$ cat src/rtl/pcyc_pkg.sv
package pcyc_pkg;
  localparam int PB_DW = 8;
  localparam int PB_AW = 4;
  localparam int CS_N  = 4;

  typedef enum logic [2:0] {
    ST_IDLE, ST_SETUP, ST_STROBE, ST_HOLD, ST_DONE
  } phase_e;

  typedef enum logic {
    SRC_MGMT = 1'b0,
    SRC_HOST = 1'b1
  } src_e;

  typedef struct packed {
    src_e             owner;
    logic             hit;
    logic             we;
    logic [CS_N-1:0]  sel;
    logic [PB_AW-1:0] xa;
    logic [PB_DW-1:0] wdata;
  } cyc_t;
endpackage

$ cat src/rtl/pcyc_arb.sv
module pcyc_arb (
  input  logic clk,
  input  logic rst_n,
  input  logic h_req,
  input  logic m_req,
  input  logic idle,
  output logic accept,
  output logic host_win
);
  logic h_q, m_q;
  logic h_rise, m_rise;

  always_ff @(posedge clk or negedge rst_n) begin
    if (!rst_n) begin
      h_q <= 1'b0;
      m_q <= 1'b0;
    end else begin
      h_q <= h_req;
      m_q <= m_req;
    end
  end

  assign h_rise   = h_req & ~h_q;
  assign m_rise   = m_req & ~m_q;
  assign accept   = idle & (h_rise | m_rise);
  assign host_win = h_rise;
endmodule

$ cat src/rtl/pcyc_decode.sv
module pcyc_decode
  import pcyc_pkg::*;
#(
  parameter int IN_W = 16,
  parameter logic [CS_N*IN_W-1:0] KEYS = '0
) (
  input  logic [IN_W-1:0]  key,
  output logic             hit,
  output logic [CS_N-1:0]  sel,
  output logic [PB_AW-1:0] xa
);
  localparam int TAG_W = IN_W - PB_AW;

  logic [CS_N-1:0] raw;

  for (genvar i = 0; i < CS_N; i++) begin : g_cmp
    assign raw[i] = (key[IN_W-1:PB_AW] == KEYS[i*IN_W+PB_AW +: TAG_W]);
  end

  always_comb begin
    sel = '0;
    for (int i = CS_N - 1; i >= 0; i--) begin
      if (raw[i]) begin
        sel    = '0;
        sel[i] = 1'b1;
      end
    end
  end

  assign hit = |raw;
  assign xa  = key[PB_AW-1:0];
endmodule

$ cat src/rtl/pcyc_seq.sv
module pcyc_seq
  import pcyc_pkg::*;
#(
  parameter int CNT_W = 4
) (
  input  logic             clk,
  input  logic             rst_n,
  input  logic             accept,
  input  cyc_t             cyc_in,
  input  logic [CNT_W-1:0] cfg_setup,
  input  logic [CNT_W-1:0] cfg_width,
  input  logic [CNT_W-1:0] cfg_hold,
  input  logic [PB_DW-1:0] pb_din,
  output logic             idle,
  output logic             busy_host,
  output logic             busy_mgmt,
  output logic             done,
  output logic [PB_DW-1:0] rdata,
  output logic [PB_AW-1:0] pb_addr,
  output logic [CS_N-1:0]  pb_cs_n,
  output logic             pb_rd_n,
  output logic             pb_wr_n,
  output logic [PB_DW-1:0] pb_dout,
  output logic             pb_doe
);
  phase_e           st;
  logic [CNT_W-1:0] cnt;
  cyc_t             cyc;
  logic             active, strobe;

  always_ff @(posedge clk or negedge rst_n) begin
    if (!rst_n) begin
      st    <= ST_IDLE;
      cnt   <= '0;
      cyc   <= '0;
      rdata <= '0;
    end else begin
      unique case (st)
        ST_IDLE: if (accept) begin
          cyc <= cyc_in;
          if (cyc_in.hit) begin
            st  <= ST_SETUP;
            cnt <= cfg_setup;
          end else begin
            st    <= ST_DONE;
            rdata <= '1;
          end
        end
        ST_SETUP: if (cnt == '0) begin
          st  <= ST_STROBE;
          cnt <= cfg_width;
        end else cnt <= cnt - 1'b1;
        ST_STROBE: if (cnt == '0) begin
          st  <= ST_HOLD;
          cnt <= cfg_hold;
          if (!cyc.we) rdata <= pb_din;
        end else cnt <= cnt - 1'b1;
        ST_HOLD: if (cnt == '0) st <= ST_DONE;
                 else cnt <= cnt - 1'b1;
        ST_DONE: st <= ST_IDLE;
        default: st <= ST_IDLE;
      endcase
    end
  end

  assign idle      = (st == ST_IDLE);
  assign active    = (st == ST_SETUP) || (st == ST_STROBE) || (st == ST_HOLD);
  assign strobe    = (st == ST_STROBE);
  assign busy_host = !idle && (cyc.owner == SRC_HOST);
  assign busy_mgmt = !idle && (cyc.owner == SRC_MGMT);
  assign done      = (st == ST_DONE);
  assign pb_cs_n   = active ? ~cyc.sel : '1;
  assign pb_addr   = active ? cyc.xa : '0;
  assign pb_rd_n   = !(strobe && !cyc.we);
  assign pb_wr_n   = !(strobe && cyc.we);
  assign pb_doe    = active && cyc.we;
  assign pb_dout   = pb_doe ? cyc.wdata : '0;


  done_pulse_chk: assert property (@(posedge clk) disable iff (!rst_n)
    done |=> !done);

  one_strobe_chk: assert property (@(posedge clk) disable iff (!rst_n)
    !(!pb_rd_n && !pb_wr_n));

  strobe_in_cs_chk: assert property (@(posedge clk) disable iff (!rst_n)
    (!pb_rd_n || !pb_wr_n) |-> (pb_cs_n != '1));

  cs_onehot_chk: assert property (@(posedge clk) disable iff (!rst_n)
    $onehot0(~pb_cs_n));

  addr_stable_chk: assert property (@(posedge clk) disable iff (!rst_n)
    (pb_cs_n != '1) |=> ((pb_cs_n == '1) || $stable(pb_addr)));

  no_cs_at_done_chk: assert property (@(posedge clk) disable iff (!rst_n)
    done |-> (pb_cs_n == '1));
endmodule

$ cat src/rtl/pcyc_engine.sv
module pcyc_engine
  import pcyc_pkg::*;
#(
  parameter int HADDR_W = 16,
  parameter int CNT_W   = 4,
  parameter logic [CS_N*HADDR_W-1:0] HOST_BASES =
    {16'h0FF0, 16'h0310, 16'h0300, 16'h0080},
  parameter logic [CS_N*8-1:0] MGMT_KEYS = {8'hB0, 8'hA0, 8'h90, 8'h80}
) (
  input  logic               clk,
  input  logic               rst_n,
  input  logic [CNT_W-1:0]   cfg_setup,
  input  logic [CNT_W-1:0]   cfg_width,
  input  logic [CNT_W-1:0]   cfg_hold,
  input  logic               h_req,
  input  logic [HADDR_W-1:0] h_addr,
  input  logic               h_we,
  input  logic [PB_DW-1:0]   h_wdata,
  output logic               h_gnt,
  input  logic               m_req,
  input  logic [7:0]         m_cmd,
  input  logic               m_we,
  input  logic [PB_DW-1:0]   m_wdata,
  output logic               m_gnt,
  output logic               done,
  output logic [PB_DW-1:0]   rdata,
  output logic [PB_AW-1:0]   pb_addr,
  output logic [CS_N-1:0]    pb_cs_n,
  output logic               pb_rd_n,
  output logic               pb_wr_n,
  output logic [PB_DW-1:0]   pb_dout,
  output logic               pb_doe,
  input  logic [PB_DW-1:0]   pb_din
);
  logic             idle, accept, host_win;
  logic             h_hit, m_hit;
  logic [CS_N-1:0]  h_sel, m_sel;
  logic [PB_AW-1:0] h_xa, m_xa;
  cyc_t             cyc_in;

  pcyc_arb u_arb (
    .clk(clk), .rst_n(rst_n), .h_req(h_req), .m_req(m_req),
    .idle(idle), .accept(accept), .host_win(host_win)
  );

  pcyc_decode #(.IN_W(HADDR_W), .KEYS(HOST_BASES)) u_hdec (
    .key(h_addr), .hit(h_hit), .sel(h_sel), .xa(h_xa)
  );

  pcyc_decode #(.IN_W(8), .KEYS(MGMT_KEYS)) u_mdec (
    .key(m_cmd), .hit(m_hit), .sel(m_sel), .xa(m_xa)
  );

  always_comb begin
    if (host_win) begin
      cyc_in = '{owner: SRC_HOST, hit: h_hit, we: h_we, sel: h_sel,
                 xa: h_xa, wdata: h_wdata};
    end else begin
      cyc_in = '{owner: SRC_MGMT, hit: m_hit, we: m_we, sel: m_sel,
                 xa: m_xa, wdata: m_wdata};
    end
  end

  pcyc_seq #(.CNT_W(CNT_W)) u_seq (
    .clk(clk), .rst_n(rst_n), .accept(accept), .cyc_in(cyc_in),
    .cfg_setup(cfg_setup), .cfg_width(cfg_width), .cfg_hold(cfg_hold),
    .pb_din(pb_din), .idle(idle), .busy_host(h_gnt), .busy_mgmt(m_gnt),
    .done(done), .rdata(rdata), .pb_addr(pb_addr), .pb_cs_n(pb_cs_n),
    .pb_rd_n(pb_rd_n), .pb_wr_n(pb_wr_n), .pb_dout(pb_dout), .pb_doe(pb_doe)
  );


  grant_excl_chk: assert property (@(posedge clk) disable iff (!rst_n)
    !(h_gnt && m_gnt));

  grant_hold_chk: assert property (@(posedge clk) disable iff (!rst_n)
    ((h_gnt || m_gnt) && !done) |=> (h_gnt || m_gnt));

  host_first_chk: assert property (@(posedge clk) disable iff (!rst_n)
    (accept && host_win) |=> h_gnt);

  miss_done_chk: assert property (@(posedge clk) disable iff (!rst_n)
    (accept && !cyc_in.hit) |=> (done && rdata == '1));
endmodule

$ cat config.mk
export PLATFORM = sky130hd
export DESIGN_NAME = pcyc_engine
export DESIGN_NICKNAME = d
export VERILOG_FILES = /design/src/rtl/pcyc_pkg.sv /design/src/rtl/pcyc_arb.sv /design/src/rtl/pcyc_decode.sv /design/src/rtl/pcyc_seq.sv /design/src/rtl/pcyc_engine.sv
export SDC_FILE = /design/constraint.sdc
export NUM_CORES = 1
export LEC_CHECK = 0
export CORE_ASPECT_RATIO = 0.5
export CORE_UTILIZATION = 28
export CTS_BUF_LIST = sky130_fd_sc_hd__clkbuf_8
export CTS_CLUSTER_DIAMETER = 30
export DETAILED_ROUTE_END_ITERATION = 10
export DONT_BUFFER_PORTS = 1
export PLACE_DENSITY = 0.52
export SYNTH_ARGS = -nofsm -noshare
export SYNTH_HDL_FRONTEND = slang
export SYNTH_SLANG_ARGS = --single-unit
$ cat constraint.sdc
create_clock -name clk -period 4.2 [get_ports clk]
set_clock_uncertainty 0.2 [all_clocks]
set_input_delay 0.84 -clock clk [delete_from_list [all_inputs] [get_ports clk]]
set_output_delay 0.84 -clock clk [all_outputs]
set_load 0.05 [all_outputs]
==> impl_metrics.tcl <==
set metrics [dict create \
    async_reset_ff_share_pct 100 \
    drt.antenna.violating_nets 0 \
    synth.avg_cell_area_sq_um 8.73 \
    grt.total_usage_pct 14.3 \
    post-cts-setup-buffers 0 \
    startpoint_type "flop" \
    reg2reg_setup_slack_ns 1.34 \
    areaGrowthSynthToFinish_pct 8.09 \
    drive_gt1_share_pct 9.92 \
    clock_path_buffers 2 \
    critPathCaptureType "output pin" \
    crit_slowest_cell "dfrtp_1" \
    dr_total_vias 1752 \
    outcome "finished clean" \
    synth_edf_count 0 \
    hold_violations 0 \
    setup_viol 0 \
    avgRoutedWirePerCell_um 15.8 \
    dpl_cell_area_sq_um 2220 \
    cp_max_fo 23 \
    synth_compound_area_share_pct 17.3 \
    dp_hpwl_um 3870 \
    synth.cell_area_sq_um 2170 \
    synth_top_family_by_area "simple AND/OR/NAND/NOR gates" \
    muxShareOfSynthArea_pct 8.49 \
    core_sq_um 7400 \
    grt_pass1_vias 1808 \
    die_area_sq_um 8110 \
    fin_crit_sh_pct 74.5 \
    critical_path_class "reg -> out" \
    arrival_ns 2.09 \
    viasPerCell 5.18 \
    yosysWarningCount 0 \
    diodes 0 \
    ios 96 \
    synth-seq-cells 35 \
    drv_slew 0 \
    hold_buffers 0 \
    synth.area.top_cells "dfrtp_1 40%, mux2i_1 6.9%, nor2_1 6.4%" \
    h-tree-depth 2 \
    fmax_mhz 320 \
    final_area_sq_um 2340 \
    rsz0062_at_grt "false" \
    ys_top_cells_by_count "37 x nor2_1, 35 x dfrtp_1, 32 x nand2_1" \
    finalCriticalPeriod_ns 3.13 \
    io_buffers 0 \
    postCtsResizedCells 0 \
    fp-row-count 22 \
    setup_tns_ns 0 \
    fillers 764 \
    cpPeakStageDelay_ns 0.69 \
    clk_latency_ns 0.29 \
    synth_cells 248 \
    clk_pin_slew_ns 0.08 \
    grt_max_degree 38 \
    final_nets 309 \
    finalWirelength_um 5330 \
    routabilityCongestion 0.790 \
    drt_iter0_markers 78 \
    synth-main-ff-cell "dfrtp_1" \
    post-place-ws_ns 1.33 \
    power.density_nw_per_um2 817 \
    p_leak_nw 0.947 \
    cts_root_buf "clkbuf_8" \
    slew_headroom_pct 41.0 \
    synth.most_common_cell "nor2_1" \
    fin_ws_ns 1.07 \
    synth_nets 316 \
    cts.sinks 35 \
    yosysSeqAreaShare_pct 40.4 \
    antenna_found_initial 0 \
    whs_ns 0.0356 \
    firstDrtPassIters 6 \
    synth_top_area_cell "dfrtp_1" \
    start_util_pct 29.2 \
    crit_required_ns 3.16 \
    worst_pin_slew_ns 0.881 \
    yosys.area.top_type_share_pct 40.4 \
    fp.dieH_um 64.2 \
    grt_pass1_wl_um 8980 \
    synth_xor_xnor_area_share_pct 1.21 \
    chipWidth_um 126 \
    grt_overflow_total 0 \
    numCtsBuffers 5 \
    vdd_drop_max_mv 0.176 \
    synthDistinctLibCells 47 \
    min_path_type "in -> async" \
    path_cells "o21ba_2, and3_1" \
    drc 0 \
    cts_tree "built" \
    synth_fa_ha_area_share_pct 1.62 \
    synth_simple_gate_area_share_pct 26.2 \
    drv_cap 0 \
]
power breakdown:
part / switching (W) / internal [W]
clock network: 0.000129 / 0.000192
logic: 0.000570 / 0.000269
registers: 0.000277 / 0.000477
total: 0.000975 / 0.000938
worst max-delay path: cells and delay by family (launching register included):
family             cells  cell delay [ns]
DFF                    1             0.69
AOI/OAI and AO/OA      1             0.55
and+or+nand+nor        1             0.55
sequential cells by signal, summed over array words and instances, names as in the netlist:
name         count
u_seq.cyc       18
u_seq.rdata      8
u_seq.cnt        4
u_seq.st         3
u_arb.h_q        1
u_arb.m_q        1
layer usage:
metal	vias up	global-route usage, %	share of wire, %
li1	853	-	-
met1	847	17.2	44
met2	47	24.7	50
met3	5	4.27	4.7
met4	0	4.52	1.1
met5	-	0	0
cell type report:
cell class                      instances  area [sq um]  share of cell area, %
Sequential cell                        35           876                   37.4
Tap cell                               96           120                   5.13
Timing Repair Buffer                    2          15.0                  0.641
Clock inverter                          2          35.0                   1.50
Inverter                                5          18.8                  0.802
Clock buffer                            6          82.6                   3.53
Multi-Input combinational cell        192          1190                   51.0
cells by family (layout without fill, tap and decap cells):
kind of cell,Yosys count,count (layout)
xor+xnor,3,3
mux,18,18
flops,35,35
compound gates,53,53
buf+inv,21,15
simple gates,115,115
fa+ha+maj,3,3
path summary, 6_finish.rpt:
path                                           startpoint                          to  cells past startpoint
worst max-delay path              u_seq.st[0]$_DFFE_PN0P_                  pb_dout[3]                      2
worst min-delay path                                rst_n    u_seq.cyc[7]$_DFFE_PN0P_                      0
worst max register to register    u_seq.st[1]$_DFFE_PN0P_  u_seq.rdata[3]$_DFFE_PN0P_                      5
worst min register to register  u_seq.cyc[11]$_DFFE_PN0P_   u_seq.cyc[11]$_DFFE_PN0P_                      2
max in group asynchronous                           rst_n    u_seq.cnt[3]$_DFFE_PN0P_                      0
min in group clk                u_seq.cyc[11]$_DFFE_PN0P_   u_seq.cyc[11]$_DFFE_PN0P_                      2
through the flow:
| stage | cells | total power (W) | utilization (%) |
|---|---|---|---|
| 6_report | 338 | 0.00191 | 31.6 |
| 5_1_grt | 338 | 0.00206 | 31.6 |
| 4_1_cts | 338 | 0.00193 | 31.6 |
| 3_5_place_dp | 330 | 0.00161 | 30.0 |
| 3_3_place_gp | 330 | 0.00157 | 30.0 |
| 2_1_floorplan | 248 | 0.00147 | - |
placed cells by master (no fill, tap or decap), types with 2 or more instances in the layout:
cell type,instances
o21ai_0,21
or3b_1,2
nor2_1,37
and3_1,9
a21oi_1,8
nor3_1,5
a32oi_1,2
nor4_1,2
nor2b_1,4
nand3b_1,3
buf_4,2
and2_1,7
dfrtp_1,35
or4_1,2
nand2_1,32
mux2_2,3
ha_1,2
xor2_1,2
clkbuf_8,6
o21ai_2,2
a221oi_1,9
inv_1,5
nand2b_1,2
mux2i_1,15
Power figures use the tool's default switching activity.
